[src/rtl/bx_fetch_seq.sv]
module bx_fetch_seq #(
  parameter int AW = 32
) (
  input  logic          clk,
  input  logic          rst,
  input  logic          start,
  input  logic [AW-1:0] cur_pc,
  input  logic [AW-1:0] operand,
  input  logic          cur_mode,
  output logic          busy,
  output logic [AW-1:0] fetch_addr,
  output logic [1:0]    fetch_size,
  output logic          fetch_seq,
  output logic          fetch_rd_n,
  output logic          fetch_req_n,
  output logic          fetch_opc_n,
  output logic          mode_out
);

  localparam logic [1:0] SZ_WORD = 2'd2;
  localparam logic [1:0] SZ_HALF = 2'd1;
  localparam logic [1:0] PH_IDLE = 2'd0;
  localparam logic [1:0] PH_LAST = 2'd3;

  function automatic logic [AW-1:0] width_of(input logic m);
    return m ? AW'(2) : AW'(4);
  endfunction

  function automatic logic [1:0] size_of(input logic m);
    return m ? SZ_HALF : SZ_WORD;
  endfunction

  logic [1:0]    phase;
  logic [AW-1:0] pc_q, dst_q, nxt_q;
  logic          old_q, new_q, mode_q;

  wire accept = start && (phase == PH_IDLE);
  wire new_m  = operand[0];

  always_ff @(posedge clk) begin
    if (rst) begin
      phase  <= PH_IDLE;
      pc_q   <= '0;
      dst_q  <= '0;
      nxt_q  <= '0;
      old_q  <= 1'b0;
      new_q  <= 1'b0;
      mode_q <= 1'b0;
    end else if (accept) begin
      phase <= 2'd1;
      pc_q  <= cur_pc;
      dst_q <= operand & ~(new_m ? AW'(1) : AW'(3));
      old_q <= cur_mode;
      new_q <= new_m;
    end else if (phase == PH_LAST) begin
      phase  <= PH_IDLE;
      mode_q <= new_q;
      nxt_q  <= dst_q + (width_of(new_q) << 1);
    end else if (phase != PH_IDLE) begin
      phase <= phase + 2'd1;
    end
  end

  assign busy        = (phase != PH_IDLE);
  assign fetch_rd_n  = ~busy;
  assign fetch_req_n = ~busy;
  assign fetch_opc_n = ~busy;

  always_comb begin
    case (phase)
      2'd1: begin
        fetch_addr = pc_q + (width_of(old_q) << 1);
        fetch_size = size_of(old_q);
        fetch_seq  = 1'b0;
        mode_out   = old_q;
      end
      2'd2: begin
        fetch_addr = dst_q;
        fetch_size = size_of(new_q);
        fetch_seq  = 1'b1;
        mode_out   = new_q;
      end
      2'd3: begin
        fetch_addr = dst_q + width_of(new_q);
        fetch_size = size_of(new_q);
        fetch_seq  = 1'b1;
        mode_out   = new_q;
      end
      default: begin
        fetch_addr = nxt_q;
        fetch_size = size_of(mode_q);
        fetch_seq  = 1'b0;
        mode_out   = mode_q;
      end
    endcase
  end

  assert_start_seq_R1: assert property (@(posedge clk) disable iff (rst)
    (start && !busy) |=> busy ##1 busy ##1 busy ##1 !busy);

  assert_first_nonseq_R2: assert property (@(posedge clk) disable iff (rst)
    (start && !busy) |=> !fetch_seq && !fetch_req_n);

  assert_step_width_R4: assert property (@(posedge clk) disable iff (rst)
    (fetch_seq && $past(fetch_seq)) |->
      fetch_addr == $past(fetch_addr) + (mode_out ? AW'(2) : AW'(4)));

  assert_mode_hold_R4: assert property (@(posedge clk) disable iff (rst)
    (fetch_seq && $past(fetch_seq)) |-> $stable(mode_out) && $stable(fetch_size));

  assert_size_code_R5: assert property (@(posedge clk) disable iff (rst)
    fetch_size == (mode_out ? 2'd1 : 2'd2));

  assert_align_R6: assert property (@(posedge clk) disable iff (rst)
    (fetch_seq && !$past(fetch_seq)) |-> fetch_addr[0] == 1'b0 && (mode_out || fetch_addr[1] == 1'b0));

  assert_strobes_R7: assert property (@(posedge clk) disable iff (rst)
    (fetch_req_n == fetch_rd_n) && (fetch_req_n == fetch_opc_n));

  assert_resume_R8: assert property (@(posedge clk) disable iff (rst)
    $fell(busy) |-> fetch_addr == $past(fetch_addr) + (mode_out ? AW'(2) : AW'(4))
                    && $stable(mode_out) && !fetch_seq);

endmodule

[config.mk]
export PLATFORM = sky130hd
export DESIGN_NAME = bx_fetch_seq
export DESIGN_NICKNAME = d
export VERILOG_FILES = /design/src/rtl/bx_fetch_seq.sv
export SDC_FILE = /design/constraint.sdc
export NUM_CORES = 1
export LEC_CHECK = 0
export CAP_MARGIN = 15
export CORE_MARGIN = 1.5
export CORE_UTILIZATION = 28
export DETAILED_ROUTE_END_ITERATION = 7
export DONT_BUFFER_PORTS = 1
export MAX_ROUTING_LAYER = met4
export PLACE_DENSITY = 0.4
export SYNTH_ARGS = -nofsm -noshare
export SYNTH_HDL_FRONTEND = slang
export SYNTH_SLANG_ARGS = --single-unit
[constraint.sdc]
create_clock -name clk -period 9.3 [get_ports clk]
set_input_delay 1.86 -clock clk [delete_from_list [all_inputs] [get_ports clk]]
set_output_delay 1.86 -clock clk [all_outputs]
set_load 0.005 [all_outputs]
; After elaboration in Yosys (flattened, before gate mapping)
; Index checks and enable logic that the tools add are counted.
[op_classes]
add_sub_neg = 4
eq_ne = 3
n_mux = 13
bitwise = 4
n_reduce_logical = 7
[op_table]
columns = operator, n
row1 = 32-bit case mux with 3 select lines, 1
row2 = 32-bit by 3-bit adder with 32-bit output, 1
row3 = 32-bit adder, 1
row4 = 32-bit by 4-bit adder with 32-bit output, 1
row5 = 32-bit AND, 1
row6 = 2-bit NOT with 32-bit output, 1
row7 = 2-bit 2-to-1 mux, 4
row8 = 3-bit 2-to-1 mux, 2
row9 = 2-bit == test (second input constant), 2
row10 = 1-bit 2-to-1 mux, 4
row11 = 2-bit case mux with 2 select lines, 1
row12 = 3-bit nonzero test, 1
row13 = 3-bit OR reduction, 1
row14 = 2-bit by 1-bit adder with 2-bit output (second input constant), 1
row15 = 2-bit by 1-bit == test with 1-bit output (second input constant), 1
row16 = 2-bit logical NOT, 1
row17 = 1-bit NOT, 2
row18 = 1-bit case mux with 2 select lines, 1
row19 = 2-bit AND reduction, 1
row20 = 2-bit nonzero test, 1
row21 = 2-bit OR reduction, 1
row22 = 1-bit logical AND, 1
[totals]
reg_bits = 101
input_bits = 68
out_inout_bits = 40
word_cells = 39

; Depth between registers and ports, before layout
[logic_depth]
depth_word = 4
mapped_depth = 9
ltp_nobuf = 8

; Worst setup path before layout
; No wires, ideal clock.
[synth_path]
path_kind = reg-to-output
startpoint = register new_q
endpoint = output port fetch_addr[17]
arrival_time_ns = 2.494
required_time_ns = 7.440
slack_ns = 4.946
path_stages_with_launch = 9
path_buffers = 0
cell_sequence = dfxtp_1 ha_1 inv_1 fa_1 nand3b_1 nor4_4 nand3_1 or3b_2 a41oi_1
[synth_via]
elab_chain_len = 3
[synth_rtl]
columns = element, line_no
row1 = from (decl), 35  ; logic old_q, new_q, mode_q;
row2 = from (signal assigned), 54  ; new_q <= new_m;
row3 = 3-bit 2-to-1 mux, 26  ; return m ? AW'(2) : AW'(4);
row4 = 32-bit by 3-bit adder with 32-bit output, 84  ; fetch_addr = dst_q + width_of(new_q);
row5 = 32-bit case mux with 3 select lines, 70  ; case (phase)
row6 = to (decl), 11  ; output logic [AW-1:0] fetch_addr,
; No other way between the ends.

; Worst setup path after layout
; Same ends and word-level chain as after synthesis.

==> reports/metrics.yaml <==
start_kind: "flip-flop"
holdCritPathClass: "flip-flop to flip-flop"
fin_tns_setup_ns: 0
synthTopCellsByCount: "nand2_1 (179), dfxtp_1 (99), a21oi_1 (84)"
critPathKind: "flip-flop to output pin"
antennaDiodeCount: 0
finalMaxSlewViolations: 0
globalRouteMet2Util: 0.311
fmax_mhz: 179
cp.buffers_inverters: 1
grt_pass1_vias: 5844
grt_antenna_before_repair: 0
grt_util_all_layers: 0.183
worst_pin_slew_ns: 0.895
skew_ns: 0.00803
crit_path_end_kind: "output pin"
postCtsSetupRepairBufs: 0
leakagePower_uw: 0.00207
insertion_delay_ns: 0.36
synth_nets: 943
yosysSeqAreaShare: 0.311
holdWs_ns: 0.446
dieArea_mm2: 0.0237
cp_top_family: "simple AND/OR/NAND/NOR gates"
crit_fanout: 14
synth.ff_latch_count: 99
path_clk_slew_ns: 0.07
p_total_uw: 1600
core_area_mm2: 0.0225
slowest_delay_ns: 0.88
clk_path_buf_depth: 2
drt_iter0_markers: 382
cp.required_ns: 7.44
drv_cap: 0
synth.area.top_cells: "dfxtp_1 (31%), nand2_1 (11%), a21oi_1 (6.6%)"
ys_warn_count: 0
path_cells: "ha_1 > inv_1 > fa_1 > nand3b_1 > nor4_4 > nand3_1 > or3b_2 > a41oi_1"
final_nets: 876
die_h_um: 154
cts_root_buf: "clkbuf_16"
busiest_layer: "met2"
cp.depth: 8
setup_viol: 0
wl_per_cell_um: 19.2
cts_max_level: 3
synth_edf_count: 0
synthArstFlopShare: 0
die_w_um: 154
ios: 108
numCtsBuffers: 9
area_growth_syn_to_layout_pct: 5.06
cts_tree: "built"
fin_crit_sh: 0.601
synth_area_mm2: 0.00638
crit_slowest_cell: "nor4_4"
dp_hpwl_mm: 14.7
period_minus_slack_ns: 5.59
drc_errors: 0
status: "finished, final reports clean"
avgViaCountPerCell: 5.40
post_dp_cell_area_mm2: 0.00640
nFillCells: 2460
rows: 55
clock_sinks: 99
dp_slack_ns: 4.08
drtPass1Iterations: 5
hold_viol_final: 0
synth.largest_area_cell: "dfxtp_1"
synth_top_area_share: 0.311
grt_max_degree: 100
routed_wl_mm: 20.8
post_cts_resized: 0
vias: 5862
antenna_left: 0
synth_cell_type_count: 69
holdBufCountCts: 0
powerDensity_mw_per_mm2: 239
maxSlewHeadroom: 0.403
overflow: 0
use_met1: 0.221
port_buffers: 0
ir_drop_mv: 0.100
grt_pass1_wl_mm: 33.0
synth-main-ff-cell: "dfxtp_1"
syn_inst: 862
grt_use_met3: 0.0448
synth_most_common_cell: "nand2_1"
fin_ws_ns: 3.71
drive_gt1_frac: 0.0538
initial_core_util: 0.284
avgSynthCellArea_um2: 7.40
design_area_mm2: 0.00671
worstPathArrival_ns: 3.73
gp_congestion: 0.828
reg2reg_depth: 7
whs_path_depth: 2
rsz0062_at_grt: "no"
tightest hold or removal path, delay by kind of cell (launching register included):
| kind | cells | cell delay, ns |
|---|---|---|
| compound gates | 1 | 0.05 |
| flops | 1 | 0.31 |
| simple gates | 1 | 0.05 |
stage by stage:
stage,cells,util
finish,1085,0.298
detailed placement,1068,0.284
CTS,1084,0.297
global placement,1068,0.284
floorplan,862,-
global route,1085,0.298
where the power goes:
part           internal, µW  total, µW  switching, µW
clock                   196        369            173
sequential              492        601            109
combinational           220        630            410
total                   908       1600            692
path summary, 6_finish.rpt:
path,start,endpoint,slack (ns)
worst max register to register,new_q$_SDFFE_PP0P_,nxt_q[28]$_SDFFE_PP0P_,6.63
worst max-delay path,new_q$_SDFFE_PP0P_,fetch_addr[17],3.71
worst min register to register,pc_q[0]$_SDFFE_PP0P_,pc_q[0]$_SDFFE_PP0P_,0.45
worst min-delay path,pc_q[0]$_SDFFE_PP0P_,pc_q[0]$_SDFFE_PP0P_,0.45
flip-flops by register name (all words and copies together) (netlist names):
register,cells
pc_q,32
dst_q,31
nxt_q,31
phase,2
mode_q,1
new_q,1
old_q,1
logic make-up (layout without fill, tap and decap cells):
kind of cell	count (synthesis)	in the layout	synth area share
AND/OR/NAND/NOR	375	375	0.285
AO/OA/AOI/OAI	209	209	0.216
buffers and inverters	107	45	0.0772
flip-flops	99	99	0.311
XOR/XNOR	54	54	0.0741
adder cells (fa/ha/maj)	13	13	0.0290
multiplexers	5	5	0.00784
layout by cell type (no fill, tap or decap), types with 3 or more instances in the layout:
cell type	netlist	layout
nand3b_1	4	4
nand3_1	29	29
nor4_1	14	14
dfxtp_1	99	99
nand2_1	179	178
a41oi_1	4	4
a221oi_1	9	9
a211oi_1	28	28
o211ai_1	3	3
or2_2	3	3
mux2i_1	5	5
nor3b_1	4	4
or3_1	4	4
xor2_1	29	29
fa_1	3	3
nor3_1	20	20
o31a_1	8	8
o21a_1	7	7
nand4_1	19	19
clkbuf_16	0	9
a21oi_1	84	84
a2111oi_0	3	3
a222oi_1	10	10
nor2b_1	7	7
and3_1	5	5
a2bb2oi_1	9	9
a32oi_1	5	5
ha_1	10	8
o21ai_0	22	22
nor2_1	58	58
a31oi_1	4	4
xnor2_1	25	25
inv_1	21	21
buf_4	3	7
layer usage:
| layer | part of all wire | wire length [µm] | vias to the layer above |
|---|---|---|---|
| met5 | 0 | 0 | - |
| met4 | 0.0097 | 201 | 0 |
| met3 | 0.050 | 1030 | 15 |
| met2 | 0.49 | 10200 | 131 |
| met1 | 0.45 | 9320 | 2808 |
| li1 | - | - | 2908 |
layout make-up:
| type | instances | area [µm²] | area share |
|---|---|---|---|
| clock buffer | 12 | 256 | 0.0383 |
| tap | 285 | 357 | 0.0532 |
| inverter | 21 | 78.8 | 0.0118 |
| multi-input combinational | 656 | 3930 | 0.586 |
| clock inverter | 4 | 25.0 | 0.00373 |
| sequential | 99 | 1980 | 0.296 |
| timing repair buffer | 8 | 80.1 | 0.0119 |
Power figures use the tool's default switching activity.
